`src/rtl/dma_seq_pkg.sv`:
```
package dma_seq_pkg;
    typedef enum logic [2:0] {
        ST_IDLE,
        ST_ACQ,
        ST_T1,
        ST_T2,
        ST_T3,
        ST_T4
    } seq_state_e;
endpackage

```
`src/rtl/dma_seq_ctrl.sv`:
```
module dma_seq_ctrl
    import dma_seq_pkg::*;
(
    input  logic       clk,
    input  logic       rst_n,
    input  logic       req_ok,
    input  logic       cnt_nz,
    input  logic       cnt_last,
    input  logic       grant,
    input  logic       abort,
    input  logic       mm_mode,
    input  logic       hi_same,
    output seq_state_e state_q,
    output logic       wr_phase_q,
    output logic       tc_q,
    output logic       xfer_done
);
    typedef struct packed {
        seq_state_e state;
        logic       wr_phase;
        logic       tc;
    } ctrl_t;

    ctrl_t r_q, r_d;

    always_comb begin
        r_d       = r_q;
        r_d.tc    = 1'b0;
        xfer_done = 1'b0;
        case (r_q.state)
            ST_IDLE: begin
                r_d.wr_phase = 1'b0;
                if (req_ok && cnt_nz) r_d.state = ST_ACQ;
            end
            ST_ACQ:  if (grant) r_d.state = ST_T1;
            ST_T1:   r_d.state = ST_T2;
            ST_T2:   r_d.state = ST_T3;
            ST_T3:   r_d.state = ST_T4;
            ST_T4: begin
                if (mm_mode && !r_q.wr_phase) begin
                    r_d.wr_phase = 1'b1;
                    r_d.state    = hi_same ? ST_T2 : ST_T1;
                end else begin
                    xfer_done    = 1'b1;
                    r_d.wr_phase = 1'b0;
                    if (cnt_last || abort) begin
                        r_d.state = ST_IDLE;
                        r_d.tc    = 1'b1;
                    end else begin
                        r_d.state = hi_same ? ST_T2 : ST_T1;
                    end
                end
            end
            default: r_d.state = ST_IDLE;
        endcase
    end

    always_ff @(posedge clk) begin
        if (!rst_n) begin
            r_q.state    <= ST_IDLE;
            r_q.wr_phase <= 1'b0;
            r_q.tc       <= 1'b0;
        end else begin
            r_q <= r_d;
        end
    end

    assign state_q    = r_q.state;
    assign wr_phase_q = r_q.wr_phase;
    assign tc_q       = r_q.tc;
endmodule

```
`src/rtl/dma_seq_path.sv`:
```
module dma_seq_path
    import dma_seq_pkg::*;
#(
    parameter int ADDR_W = 16,
    parameter int CNT_W  = 16,
    parameter int LO_W   = 8
) (
    input  logic              clk,
    input  logic              rst_n,
    input  logic              cfg_load,
    input  logic [1:0]        cfg_mode,
    input  logic [ADDR_W-1:0] cfg_src,
    input  logic [ADDR_W-1:0] cfg_dst,
    input  logic [CNT_W-1:0]  cfg_count,
    input  seq_state_e        state,
    input  logic              wr_phase,
    input  logic              xfer_done,
    input  logic [7:0]        db_in,
    output logic [ADDR_W-1:0] cur_addr,
    output logic [7:0]        temp,
    output logic              mm_mode,
    output logic              io_to_mem,
    output logic              cnt_nz,
    output logic              cnt_last,
    output logic              hi_same
);
    localparam int HI_W = ADDR_W - LO_W;
    localparam logic [ADDR_W-1:0] ADDR_ONE = 1;
    localparam logic [CNT_W-1:0]  CNT_ONE  = 1;

    typedef struct packed {
        logic [ADDR_W-1:0] src;
        logic [ADDR_W-1:0] dst;
        logic [CNT_W-1:0]  cnt;
        logic [1:0]        mode;
        logic [7:0]        temp;
        logic [HI_W-1:0]   last_hi;
        logic              last_valid;
    } path_t;

    path_t r_q, r_d;
    logic [ADDR_W-1:0] cand_addr;

    always_comb begin
        cur_addr  = (r_q.mode[1] && wr_phase) ? r_q.dst : r_q.src;
        cand_addr = (r_q.mode[1] && !wr_phase) ? r_q.dst : r_q.src + ADDR_ONE;
        hi_same   = r_q.last_valid && (cand_addr[ADDR_W-1:LO_W] == r_q.last_hi);

        r_d = r_q;
        if (state == ST_IDLE && cfg_load) begin
            r_d.src  = cfg_src;
            r_d.dst  = cfg_dst;
            r_d.cnt  = cfg_count;
            r_d.mode = cfg_mode;
        end
        if (state == ST_ACQ) r_d.last_valid = 1'b0;
        if (state == ST_T1) begin
            r_d.last_hi    = cur_addr[ADDR_W-1:LO_W];
            r_d.last_valid = 1'b1;
        end
        if (state == ST_T4 && r_q.mode[1] && !wr_phase) r_d.temp = db_in;
        if (xfer_done) begin
            r_d.src = r_q.src + ADDR_ONE;
            r_d.cnt = r_q.cnt - CNT_ONE;
            if (r_q.mode[1]) r_d.dst = r_q.dst + ADDR_ONE;
        end
    end

    always_ff @(posedge clk) begin
        if (!rst_n) begin
            r_q <= '0;
        end else begin
            r_q <= r_d;
        end
    end

    assign temp      = r_q.temp;
    assign mm_mode   = r_q.mode[1];
    assign io_to_mem = r_q.mode[0];
    assign cnt_nz    = |r_q.cnt;
    assign cnt_last  = (r_q.cnt == CNT_ONE);
endmodule

```
`src/rtl/dma_seq_strobe.sv`:
```
module dma_seq_strobe
    import dma_seq_pkg::*;
#(
    parameter int ADDR_W = 16,
    parameter int LO_W   = 8
) (
    input  seq_state_e        state,
    input  logic              wr_phase,
    input  logic              mm_mode,
    input  logic              io_to_mem,
    input  logic [ADDR_W-1:0] cur_addr,
    input  logic [7:0]        temp,
    output logic              hold_req,
    output logic              addr_en,
    output logic              addr_stb,
    output logic [7:0]        db_out,
    output logic [7:0]        addr_lo,
    output logic              ior_n,
    output logic              iow_n,
    output logic              memr_n,
    output logic              memw_n
);
    logic active, rd_win, wr_win;

    always_comb begin
        active   = (state == ST_T1) || (state == ST_T2) || (state == ST_T3) || (state == ST_T4);
        rd_win   = (state == ST_T3) || (state == ST_T4);
        wr_win   = (state == ST_T4);
        hold_req = (state != ST_IDLE);
        addr_en  = active;
        addr_stb = (state == ST_T1);
        addr_lo  = active ? cur_addr[7:0] : 8'h00;
        if (state == ST_T1)                      db_out = 8'(cur_addr >> LO_W);
        else if (wr_win && mm_mode && wr_phase)  db_out = temp;
        else                                     db_out = 8'h00;

        ior_n  = 1'b1;
        iow_n  = 1'b1;
        memr_n = 1'b1;
        memw_n = 1'b1;
        if (mm_mode) begin
            memr_n = !(rd_win && !wr_phase);
            memw_n = !(wr_win && wr_phase);
        end else if (io_to_mem) begin
            ior_n  = !rd_win;
            memw_n = !wr_win;
        end else begin
            memr_n = !rd_win;
            iow_n  = !wr_win;
        end
    end
endmodule

```
`src/rtl/dma_cycle_seq.sv`:
```
module dma_cycle_seq
    import dma_seq_pkg::*;
#(
    parameter int ADDR_W = 16,
    parameter int CNT_W  = 16
) (
    input  logic              clk,
    input  logic              rst_n,
    input  logic              cfg_load,
    input  logic [1:0]        cfg_mode,
    input  logic [ADDR_W-1:0] cfg_src,
    input  logic [ADDR_W-1:0] cfg_dst,
    input  logic [CNT_W-1:0]  cfg_count,
    input  logic              dma_req,
    input  logic              req_mask,
    input  logic              hold_ack,
    input  logic              abort,
    input  logic [7:0]        db_in,
    output logic              hold_req,
    output logic              addr_en,
    output logic              addr_stb,
    output logic [7:0]        db_out,
    output logic [7:0]        addr_lo,
    output logic              ior_n,
    output logic              iow_n,
    output logic              memr_n,
    output logic              memw_n,
    output logic              tc
);
    localparam int LO_W = 8;

    seq_state_e        state;
    logic              wr_phase, xfer_done, mm_mode, io_to_mem;
    logic              cnt_nz, cnt_last, hi_same;
    logic [ADDR_W-1:0] cur_addr;
    logic [7:0]        temp;

    dma_seq_ctrl u_ctrl (
        .clk        (clk),
        .rst_n      (rst_n),
        .req_ok     (dma_req && !req_mask),
        .cnt_nz     (cnt_nz),
        .cnt_last   (cnt_last),
        .grant      (hold_ack),
        .abort      (abort),
        .mm_mode    (mm_mode),
        .hi_same    (hi_same),
        .state_q    (state),
        .wr_phase_q (wr_phase),
        .tc_q       (tc),
        .xfer_done  (xfer_done)
    );

    dma_seq_path #(.ADDR_W(ADDR_W), .CNT_W(CNT_W), .LO_W(LO_W)) u_path (
        .clk       (clk),
        .rst_n     (rst_n),
        .cfg_load  (cfg_load),
        .cfg_mode  (cfg_mode),
        .cfg_src   (cfg_src),
        .cfg_dst   (cfg_dst),
        .cfg_count (cfg_count),
        .state     (state),
        .wr_phase  (wr_phase),
        .xfer_done (xfer_done),
        .db_in     (db_in),
        .cur_addr  (cur_addr),
        .temp      (temp),
        .mm_mode   (mm_mode),
        .io_to_mem (io_to_mem),
        .cnt_nz    (cnt_nz),
        .cnt_last  (cnt_last),
        .hi_same   (hi_same)
    );

    dma_seq_strobe #(.ADDR_W(ADDR_W), .LO_W(LO_W)) u_strobe (
        .state     (state),
        .wr_phase  (wr_phase),
        .mm_mode   (mm_mode),
        .io_to_mem (io_to_mem),
        .cur_addr  (cur_addr),
        .temp      (temp),
        .hold_req  (hold_req),
        .addr_en   (addr_en),
        .addr_stb  (addr_stb),
        .db_out    (db_out),
        .addr_lo   (addr_lo),
        .ior_n     (ior_n),
        .iow_n     (iow_n),
        .memr_n    (memr_n),
        .memw_n    (memw_n)
    );
endmodule

```
`config.mk`:
```
export PLATFORM = sky130hd
export DESIGN_NAME = dma_cycle_seq
export DESIGN_NICKNAME = d
export VERILOG_FILES = /design/src/rtl/dma_seq_pkg.sv /design/src/rtl/dma_seq_ctrl.sv /design/src/rtl/dma_seq_path.sv /design/src/rtl/dma_seq_strobe.sv /design/src/rtl/dma_cycle_seq.sv
export SDC_FILE = /design/constraint.sdc
export NUM_CORES = 1
export LEC_CHECK = 0
export BUFFER_PORTS_ARGS = -buffer_cell sky130_fd_sc_hd__buf_2
export CAP_MARGIN = 20
export CELL_PAD_IN_SITES_DETAIL_PLACEMENT = 1
export CELL_PAD_IN_SITES_GLOBAL_PLACEMENT = 1
export CORE_MARGIN = 5
export CORE_UTILIZATION = 41
export CTS_CLUSTER_SIZE = 8
export DETAILED_ROUTE_END_ITERATION = 7
export PLACE_DENSITY_LB_ADDON = 0.1
export SKIP_CTS_REPAIR_TIMING = 1
export SYNTH_ARGS = -nofsm -noshare
export SYNTH_HDL_FRONTEND = slang
export SYNTH_HIERARCHICAL = 1
export SYNTH_SLANG_ARGS = --single-unit
```
`constraint.sdc`:
```
create_clock -name clk -period 2.7 [get_ports clk]
set_input_delay 0.405 -clock clk [delete_from_list [all_inputs] [get_ports clk]]
set_output_delay 0.405 -clock clk [all_outputs]
set_load 0.05 [all_outputs]
```
==> impl_metrics.py <==
metrics = {
    "cells_and_area": {
        "final_area_mm2": 0.00562,
        "antenna_cells": 0,
        "nets": 746,
        "final_layout_size_suffix_gt1_frac": 0.241,
        "syn2layout_area_growth_pct": 18.9,
    },
    "yosys": {
        "ys_types": 76,
        "synth.most_common_cell": "dfxtp_1",
        "async_flop_share": 0,
        "ys_seq_elements": 72,
        "yosys_warnings": 6,
        "syn_avg_cell_area_um2": 7.99,
        "synth.top_cell.area_share": 0.305,
        "ys_seq_area_frac": 0.305,
        "netlist_area_mm2": 0.00472,
        "yosys-top-cells-area": "dfxtp_1 (31%), o21ai_0 (4.4%), nor2b_1 (4.4%)",
        "synth_flop_cell": "dfxtp_1",
        "syn_nets": 661,
        "yosysTopAreaCell": "dfxtp_1",
        "syn_inst": 591,
        "synth_commonest_cells": "dfxtp_1 (72), nand2_1 (51), nor2_1 (49)",
        "synth_edf_count": 0,
    },
    "global_route": {
        "grt_pass1_wl_um": 25100,
        "grt_overflow_total": 0,
        "first_global_vias": 4971,
        "grtUsageTotal": 0.219,
        "antenna_found_initial": 0,
        "grt_max_degree": 43,
    },
    "power": {
        "p_leak_nw": 2.34,
        "vdd_ir_drop_max_uv": 307,
        "p_per_area_mw_per_mm2": 551,
    },
    "setup_path": {
        "cp-start-kind": "flop",
        "setup.worst_path.class": "flop to flop",
        "required_ns": 2.94,
        "path_max_fanout": 7,
        "endpoint_kind": "flop",
        "crit_arrival_ns": 2.82,
    },
    "cts": {
        "cts_tree": "built",
        "clk_path_buf_depth": 2,
        "cts.sinks": 72,
        "clk_latency_ns": 0.34,
        "htreeDepth": 3,
        "clk_pin_slew_ns": 0.06,
        "root_buffer": "clkbuf_16",
        "cts_buffers": 9,
    },
    "die": {
        "start_util": 0.416,
        "fp-row-count": 39,
        "die_area_mm2": 0.0138,
        "die_w_um": 117,
        "core_area_mm2": 0.0114,
        "die_y_um": 117,
        "num_io_pins": 89,
    },
    "timing": {
        "tns_ns": 0,
        "max_freq_mhz": 389,
        "hold_viol_final": 0,
        "worst_pin_slew_ns": 0.724,
        "setup_viol": 0,
        "slew_headroom": 0.516,
        "clock-skew-final_ns": 0.00446,
        "period_needed_ns": 2.57,
        "timing.final.max_slew_violations": 0,
        "final.period_utilization": 0.953,
    },
    "placement": {
        "place_congestion": 0.883,
        "portBuffers": 88,
        "dpl_cell_area_mm2": 0.00532,
        "place_hpwl_um": 11400,
    },
    "routing": {
        "route.detailed.drc": 0,
        "top_layer": "met4",
        "drt-total-wl_um": 15200,
        "wl_met3_um": 577,
        "viasPerCell": 5.77,
        "ant_nets": 0,
        "drt_iter0_markers": 270,
        "wl_met2_um": 7210,
        "num_vias": 4754,
        "met1_length_um": 7130,
        "drt-wirelength-per-cell_um": 18.5,
        "first_pass_iters": 4,
    },
    "hold_path": {
        "hp-class": "input pin to flop",
    },
    "run": {
        "max_cap_violations": 0,
    },
    "run_status": {
        "outcome": "finished clean",
    },
}
[power by group]
part / internal (mW) / switching, mW / total, mW
sequential: 1.15 / 0.124 / 1.27
clock: 0.650 / 0.447 / 1.10
combinational: 0.297 / 0.426 / 0.723
total: 2.10 / 0.997 / 3.09
[per-layer routing]
| metal | GRT usage | up-vias |
|---|---|---|
| met5 | 0 | - |
| met4 | 0.0798 | 0 |
| li1 | - | 2312 |
| met3 | 0.0395 | 25 |
| met2 | 0.361 | 98 |
| met1 | 0.284 | 2319 |
[worst max-delay path, stage by stage, from the launching register on]
cell and delay, ns:
dfxtp_1 0.40, ha_2 0.25, nand3_4 0.17, nor4_4 0.40, xnor2_1 0.18, a2bb2oi_2 0.15
nand4_1 0.12, a2111oi_2 0.39, o211ai_1 0.14, a311oi_1 0.28
[placed cells by master, fill, tap and decap left out, types with 4 or more instances in the layout]
cell and n:
a211oi_1 8, mux2i_1 19, nand3_1 22, xor2_1 8
a31oi_1 5, inv_1 20, mux2_2 10, nor4_1 4
ha_1 4, o21ai_0 42, nor2b_1 33, and3_1 7
nand2_1 51, buf_2 88, nor3_1 19, a32o_1 8
nor2_1 48, buf_4 30, clkbuf_1 6, nand4_1 8
a32oi_1 7, clkbuf_16 9, a21boi_1 14, and2_1 14
a21oi_1 38, a311oi_1 5, dfxtp_1 71, xnor2_1 7
[state kept, by name, indices dropped and copies added (netlist names)]
| name | cells |
|---|---|
| u_path/mm_mode | 1 |
| u_path/io_to_mem | 1 |
| u_ctrl/state_q | 3 |
| u_ctrl/tc_q | 1 |
| u_path/temp | 8 |
| u_ctrl/wr_phase_q | 1 |
| u_path/r_q | 57 |
[stage by stage]
step	utilization	hold WS [ns]	instances	worst slack, ns	power, mW
after floorplan	-	0.439	591	0.239	1.75
after global placement	0.467	0.462	806	0.188	1.98
after detailed placement	0.467	0.475	806	0.0604	2.01
after CTS	0.490	0.307	822	-0.00108	3.12
after global routing	0.494	0.317	824	-0.0422	3.26
final	0.494	0.313	824	0.127	3.09
[final timing paths]
path                                startpoint                end  slack (ns)  cells after the start
worst max-delay path            u_path/r_q[52]  u_ctrl/state_q[0]        0.13                      9
worst min-delay path             cfg_count[11]     u_path/r_q[30]        0.31                      3
worst max register to register  u_path/r_q[52]  u_ctrl/state_q[0]        0.13                      9
worst min register to register  u_path/r_q[34]     u_path/r_q[34]        0.48                      1
[area by class of cell]
| class | count | area [um^2] |
|---|---|---|
| fill | 1461 | 5750 |
| timing repair buffer | 119 | 686 |
| inverter | 20 | 75.1 |
| multi-input combinational | 454 | 2970 |
| clock buffer | 16 | 262 |
| sequential | 72 | 1440 |
| tap | 143 | 179 |
[cells by family after synthesis]
logic type      Yosys count  share of synthesized area
simple gates            240                      0.279
compound gates          165                      0.238
flops                    72                      0.305
buf+inv                  65                     0.0726
mux                      29                     0.0641
xor+xnor                 15                     0.0278
fa+ha+maj                 5                     0.0132
(Power assumes the default switching activity.)
